File: src/rtl/nwu_pkg.sv
package nwu_pkg;
  typedef enum logic [3:0] {
    S_IDLE,
    S_TWB,
    S_PIN,
    S_PIN_LAST,
    S_SCMD,
    S_SRD,
    S_SRSP,
    S_FCMD,
    S_FRD,
    S_FRSP,
    S_DONE
  } wait_state_t;

  localparam logic OP_STATUS_CMD = 1'b0;
  localparam logic OP_READ_BYTE  = 1'b1;
endpackage

File: src/rtl/nwu_sync.sv
module nwu_sync #(
  parameter int STAGES = 2
) (
  input  logic clk,
  input  logic rst_n,
  input  logic d_i,
  output logic q_o
);
  logic [STAGES-1:0] chain;

  always_ff @(posedge clk or negedge rst_n) begin
    if (!rst_n) chain <= '0;
    else begin
      chain[0] <= d_i;
      for (int i = 1; i < STAGES; i++) chain[i] <= chain[i-1];
    end
  end

  assign q_o = chain[STAGES-1];
endmodule

File: src/rtl/nwu_ms_tick.sv
module nwu_ms_tick #(
  parameter int CLKS_PER_MS = 100000
) (
  input  logic clk,
  input  logic rst_n,
  input  logic en_i,
  input  logic clear_i,
  output logic tick_o
);
  localparam int PRE_W = (CLKS_PER_MS > 2) ? $clog2(CLKS_PER_MS) : 1;
  localparam logic [PRE_W-1:0] LAST = PRE_W'(CLKS_PER_MS - 1);

  logic [PRE_W-1:0] cnt;

  always_ff @(posedge clk or negedge rst_n) begin
    if (!rst_n) cnt <= '0;
    else if (clear_i) cnt <= '0;
    else if (en_i) begin
      if (cnt == LAST) cnt <= '0;
      else cnt <= cnt + 1'b1;
    end
  end

  assign tick_o = en_i && !clear_i && (cnt == LAST);
endmodule

File: src/rtl/nwu_timeout.sv
module nwu_timeout #(
  parameter int MS_W = 16
) (
  input  logic            clk,
  input  logic            rst_n,
  input  logic            arm_i,
  input  logic [MS_W-1:0] limit_i,
  input  logic            tick_i,
  output logic            expired_o
);
  logic [MS_W-1:0] ms_cnt;
  logic [MS_W-1:0] lim_q;

  always_ff @(posedge clk or negedge rst_n) begin
    if (!rst_n) begin
      ms_cnt <= '0;
      lim_q  <= '1;
    end else if (arm_i) begin
      ms_cnt <= '0;
      lim_q  <= limit_i;
    end else if (tick_i && !expired_o) begin
      ms_cnt <= ms_cnt + 1'b1;
    end
  end

  assign expired_o = (ms_cnt >= lim_q);
endmodule

File: src/rtl/nand_wait_unit.sv
module nand_wait_unit
  import nwu_pkg::*;
#(
  parameter int          CLKS_PER_MS = 100000,
  parameter int          MS_W        = 16,
  parameter int          TWB_CYCLES  = 8,
  parameter int          SYNC_STAGES = 2,
  parameter logic [7:0]  READY_MASK  = 8'h40,
  parameter int          DEF_PIN_MS  = 400,
  parameter int          DEF_STAT_MS = 250
) (
  input  logic            clk,
  input  logic            rst_n,
  input  logic            start_i,
  input  logic            mode_status_i,
  input  logic [MS_W-1:0] timeout_ms_i,
  input  logic            want_final_i,
  input  logic            rdy_pin_i,
  output logic            cmd_valid_o,
  input  logic            cmd_ready_i,
  output logic            cmd_op_o,
  input  logic            rsp_valid_i,
  output logic            rsp_ready_o,
  input  logic [7:0]      rsp_data_i,
  output logic            busy_o,
  output logic            done_o,
  output logic            timeout_o,
  output logic [7:0]      status_o
);
  localparam int TWB_W = $clog2(TWB_CYCLES + 1);
  localparam logic [TWB_W-1:0] TWB_LAST = TWB_W'(TWB_CYCLES - 1);
  localparam logic [MS_W-1:0]  PIN_DEF  = MS_W'(DEF_PIN_MS);
  localparam logic [MS_W-1:0]  STAT_DEF = MS_W'(DEF_STAT_MS);

  wait_state_t     state;
  logic            mode_q;
  logic            fin_q;
  logic            last_q;
  logic [MS_W-1:0] lim_q;
  logic [TWB_W-1:0] twb_cnt;

  logic rdy_s;
  logic tick;
  logic expired;
  logic arm;
  logic cmd_fire;
  logic rsp_fire;
  logic byte_ready;
  logic accept;
  logic [MS_W-1:0] lim_sel;

  nwu_sync #(.STAGES(SYNC_STAGES)) u_sync (
    .clk   (clk),
    .rst_n (rst_n),
    .d_i   (rdy_pin_i),
    .q_o   (rdy_s)
  );

  nwu_ms_tick #(.CLKS_PER_MS(CLKS_PER_MS)) u_tick (
    .clk     (clk),
    .rst_n   (rst_n),
    .en_i    (busy_o),
    .clear_i (arm),
    .tick_o  (tick)
  );

  nwu_timeout #(.MS_W(MS_W)) u_tmo (
    .clk       (clk),
    .rst_n     (rst_n),
    .arm_i     (arm),
    .limit_i   (lim_q),
    .tick_i    (tick),
    .expired_o (expired)
  );

  always_comb begin
    if (timeout_ms_i != '0) lim_sel = timeout_ms_i;
    else if (mode_status_i) lim_sel = STAT_DEF;
    else lim_sel = PIN_DEF;
  end

  assign busy_o      = (state != S_IDLE);
  assign done_o      = (state == S_DONE);
  assign accept      = start_i && (state == S_IDLE);
  assign arm         = (state == S_TWB) && (twb_cnt == TWB_LAST);
  assign cmd_valid_o = (state == S_SCMD) || (state == S_SRD) ||
                       (state == S_FCMD) || (state == S_FRD);
  assign cmd_op_o    = ((state == S_SRD) || (state == S_FRD)) ? OP_READ_BYTE
                                                              : OP_STATUS_CMD;
  assign rsp_ready_o = (state == S_SRSP) || (state == S_FRSP);
  assign cmd_fire    = cmd_valid_o && cmd_ready_i;
  assign rsp_fire    = rsp_ready_o && rsp_valid_i;
  assign byte_ready  = |(rsp_data_i & READY_MASK);

  always_ff @(posedge clk or negedge rst_n) begin
    if (!rst_n) begin
      state     <= S_IDLE;
      mode_q    <= 1'b0;
      fin_q     <= 1'b0;
      last_q    <= 1'b0;
      lim_q     <= '0;
      twb_cnt   <= '0;
      timeout_o <= 1'b0;
      status_o  <= '0;
    end else begin
      if (rsp_fire) status_o <= rsp_data_i;
      unique case (state)
        S_IDLE: begin
          if (accept) begin
            state     <= S_TWB;
            mode_q    <= mode_status_i;
            fin_q     <= want_final_i;
            lim_q     <= lim_sel;
            last_q    <= 1'b0;
            twb_cnt   <= '0;
            timeout_o <= 1'b0;
            status_o  <= '0;
          end
        end
        S_TWB: begin
          if (twb_cnt == TWB_LAST) state <= mode_q ? S_SCMD : S_PIN;
          else twb_cnt <= twb_cnt + 1'b1;
        end
        S_PIN: begin
          if (rdy_s) state <= fin_q ? S_FCMD : S_DONE;
          else if (expired) state <= S_PIN_LAST;
        end
        S_PIN_LAST: begin
          timeout_o <= !rdy_s;
          state     <= fin_q ? S_FCMD : S_DONE;
        end
        S_SCMD: if (cmd_fire) state <= S_SRD;
        S_SRD:  if (cmd_fire) state <= S_SRSP;
        S_SRSP: begin
          if (rsp_fire) begin
            if (byte_ready) begin
              state <= fin_q ? S_FCMD : S_DONE;
            end else if (last_q) begin
              timeout_o <= 1'b1;
              state     <= fin_q ? S_FCMD : S_DONE;
            end else begin
              if (expired) last_q <= 1'b1;
              state <= S_SRD;
            end
          end
        end
        S_FCMD: if (cmd_fire) state <= S_FRD;
        S_FRD:  if (cmd_fire) state <= S_FRSP;
        S_FRSP: if (rsp_fire) state <= S_DONE;
        S_DONE: state <= S_IDLE;
        default: state <= S_IDLE;
      endcase
    end
  end
endmodule

File: config.mk
export PLATFORM = sky130hd
export DESIGN_NAME = nand_wait_unit
export DESIGN_NICKNAME = d
export VERILOG_FILES = /design/src/rtl/nwu_pkg.sv /design/src/rtl/nwu_sync.sv /design/src/rtl/nwu_ms_tick.sv /design/src/rtl/nwu_timeout.sv /design/src/rtl/nand_wait_unit.sv
export SDC_FILE = /design/constraint.sdc
export NUM_CORES = 1
export LEC_CHECK = 0
export BUFFER_PORTS_ARGS = -buffer_cell sky130_fd_sc_hd__buf_4
export CORE_ASPECT_RATIO = 1.75
export CORE_MARGIN = 3
export CORE_UTILIZATION = 55
export CTS_BUF_LIST = sky130_fd_sc_hd__clkbuf_2
export CTS_CLUSTER_DIAMETER = 30
export DETAILED_ROUTE_END_ITERATION = 7
export PLACE_DENSITY_LB_ADDON = 0.1
export SLEW_MARGIN = 20
export SYNTH_ARGS = -nofsm -noshare
export SYNTH_HDL_FRONTEND = slang
export SYNTH_HIERARCHICAL = 1
export SYNTH_SLANG_ARGS = --single-unit
export TNS_END_PERCENT = 20
File: constraint.sdc
create_clock -name clk -period 3.15 [get_ports clk]
set_input_delay 0.945 -clock clk [delete_from_list [all_inputs] [get_ports clk]]
set_output_delay 0.945 -clock clk [all_outputs]
set_load 0.01 [all_outputs]
==> results.json <==
{
  "die_h_um": 129,
  "htreeDepth": 3,
  "fill_cells": 769,
  "netlist.area_leader.share_pct": 37.1,
  "dp_slack_ps": 156,
  "wirelength_um": 10700,
  "synthArstFlopShare_pct": 100,
  "diodes": 0,
  "drt-pass1-iter-count": 6,
  "seq_area_frac_synth_pct": 45.9,
  "max_freq_ghz": 0.335,
  "yosys-top-cells-area": "dfrtp_1 37%, dfstp_2 8.8%, nand2_1 5.7%",
  "peakVddDrop_mv": 0.465,
  "final_cells": 672,
  "synth_cells": 502,
  "cp.required_ps": 3580,
  "regToRegSetupSlack_ps": 170,
  "post-route-cell-area_um2": 5430,
  "drt-initial-drc-count": 142,
  "area_growth_pct": 13.4,
  "synth_edf_count": 0,
  "grt_max_degree": 47,
  "grt_overflow": 0,
  "antenna_found_initial": 0,
  "multi_input_area_um2": 2420,
  "hold_viol_final": 0,
  "ys_ff_latch": 87,
  "cts-root-buf": "clkbuf_2",
  "p_sw_uw": 1610,
  "yosysUniqueCellTypes": 72,
  "finalSetupTns_ps": 0,
  "worstMarginPinSlew_ps": 845,
  "grt_pass1_wl_um": 18400,
  "p_leak_uw": 0.00253,
  "via_count": 3936,
  "placed_area_um2": 5280,
  "critPathLaunchType": "flip-flop",
  "grt_pass1_vias": 3950,
  "std_cell_rows": 44,
  "skew_ps": 28.3,
  "reg2reg_to": "state[2]$_DFFE_PN0P_",
  "cts_sinks": 87,
  "finalCritPeriodShare_pct": 94.7,
  "start_util_pct": 57.2,
  "coreArea_um2": 8370,
  "syn_area_per_cell_um2": 9.53,
  "seq_area_um2": 2200,
  "cellPowerDensity_nw_per_um2": 746,
  "io_buffers": 45,
  "status": "finished, violations left",
  "cp-end-kind": "flip-flop",
  "path_clk_slew_ps": 250,
  "p_sw_share_pct": 39.8,
  "power.internal_uw": 2440,
  "seqPwrFrac_pct": 41.5,
  "hpwlAfterDp_um": 8040,
  "cts_setup_buffers": 0,
  "p_comb_share_pct": 44.0,
  "synthFlopType": "dfrtp_1",
  "setup_violations": 0,
  "grtUsageTotal_pct": 22.9,
  "numCtsBuffers": 9,
  "die_w_um": 76.5,
  "syn-num-nets": 553,
  "violations": "DRC",
  "reg2reg_from": "u_tmo/lim_q[14]$_DFFE_PN1P_",
  "routabilityCongestion": 0.922,
  "wl_per_cell_um": 15.9,
  "post-route-util_pct": 64.8,
  "slew_headroom_pct": 43.4,
  "cts_tree": "done",
  "final_max_slew_viol_count": 0,
  "design.die.area_um2": 9900,
  "yosys.area.top_type": "dfrtp_1",
  "pwr-share-clk_pct": 14.6,
  "routed_via_density": 5.86,
  "final_cell_mix": "73 x nand2_1, 71 x dfrtp_1, 57 x buf_4, 40 x nor2_1, 32 x o21ai_0",
  "antenna_left": 0,
  "netlist_area_um2": 4780,
  "crit_arrival_ps": 3420,
  "boundaryPins": 46,
  "insertion_delay_ps": 540,
  "nets": 603,
  "layout-drive-gt1-share_pct": 20.8,
  "r2r_cells": 10,
  "cts_hold_buffers": 0,
  "yosysWarnings": 6,
  "clock_path_buffers": 2,
  "worst_slack_ps": 166,
  "min_period_ps": 2980,
  "crit_type": "reg2reg",
  "hold_path_class": "in2async",
  "drc_errors": 2,
  "dp_cells": 656,
  "maxCapViolations": 0,
  "critPathMaxFanout": 7,
  "layout_commonest_cell": "nand2_1"
}
## metrics by stage
step                      total power (uW)  hold slack [ps]
final                                 4050              350
after CTS                             4040              321
after global placement                3380              336
after global routing                  4360              300
after detailed placement              3440              336
after floorplan                       2860              331
## worst max-delay path, cell delays in order, from the launching register on
cell	delay, ps
dfstp_2	560
inv_1	50
ha_1	280
nand4_1	270
nor3_2	310
nor3_1	170
nand3b_1	180
nor2_1	70
a311o_2	400
nor3_2	290
mux2_4	330
## state kept, by name, indices dropped and copies added (netlist names)
signal / count
state: 4
u_tick/cnt: 17
u_sync/chain: 2
lim_q: 16
mode_q: 1
u_tmo/lim_q: 16
fin_q: 1
twb_cnt: 4
last_q: 1
status_o: 8
u_tmo/ms_cnt: 16
timeout_o: 1
## worst max path at each step
stage,from,end,slack [ps]
after floorplan,u_tmo/lim_q[13]$_DFFE_PN1P_,state[0]$_DFFE_PN0P_,320
final,u_tmo/lim_q[14]$_DFFE_PN1P_,state[2]$_DFFE_PN0P_,170
after detailed placement,u_tmo/lim_q[13]$_DFFE_PN1P_,state[2]$_DFFE_PN0P_,160
after global routing,u_tmo/lim_q[13]$_DFFE_PN1P_,state[2]$_DFFE_PN0P_,-4
after CTS,u_tmo/lim_q[13]$_DFFE_PN1P_,state[2]$_DFFE_PN0P_,130
after global placement,u_tmo/lim_q[13]$_DFFE_PN1P_,state[2]$_DFFE_PN0P_,230
## cells in the mapped netlist (3+ instances only)
library cell and count:
o21ai_0 32, o22a_1 4, mux2_2 3, dfrtp_1 71, a211o_1 5, o21ai_1 4
nand2b_1 9, dfstp_2 16, nor3_1 7, a31oi_1 7, a32o_1 3, and4_1 3
ha_1 19, inv_1 25, nor4_1 5, or3_1 11, nor2_1 40, nor3b_1 4
and3_1 8, clkbuf_1 8, a21oi_1 22, nor2b_1 6, nand4_1 14, buf_4 3
buf_2 7, xor2_1 6, mux2i_1 10, xnor2_1 4, and2_1 5, nand3_1 15
o31ai_1 3, nand2_1 73
## kinds of logic (layout without fill, tap and decap cells)
group,after synthesis,count (layout),synth area share [%]
AO/OA/AOI/OAI,103,103,14.6
XOR/XNOR,10,10,1.83
buffers and inverters,44,99,4.03
multiplexers,15,15,3.43
adder cells (fa/ha/maj),19,19,4.97
AND/OR/NAND/NOR,224,224,25.2
flip-flops,87,87,45.9
## cell type report
type | instances | area share, %
clock buffer | 9 | 0.830
clock inverter | 7 | 1.48
inverter | 25 | 1.73
multi-input combinational | 371 | 44.6
sequential | 87 | 40.5
tap | 115 | 2.65
timing repair buffer | 58 | 8.25
## per-layer routing
layer	up-vias	wire length [um]	GRT usage (%)
met5	-	0	0
met4	0	446	11.8
li1	1908	-	-
met2	94	5510	40.3
met1	1899	4420	26.8
met3	35	317	4.03
## power by group through the flow
| stage | combinational (uW) | clock, uW | sequential (uW) |
|---|---|---|---|
| 2_1_floorplan | 1210 | 0 | 1650 |
| 3_3_place_gp | 1700 | 0 | 1680 |
| 3_5_place_dp | 1740 | 0 | 1700 |
| 4_1_cts | 1750 | 613 | 1680 |
| 5_1_grt | 1980 | 664 | 1720 |
| 6_report | 1780 | 589 | 1680 |
## what timing repair did
item | 4_1_cts | 5_1_grt
setup endpoints to repair | 0 | 3
gates resized for setup | 0 | 3
hold endpoints to repair | 0 | 0
Note: power is estimated with default switching activity, not from simulation.
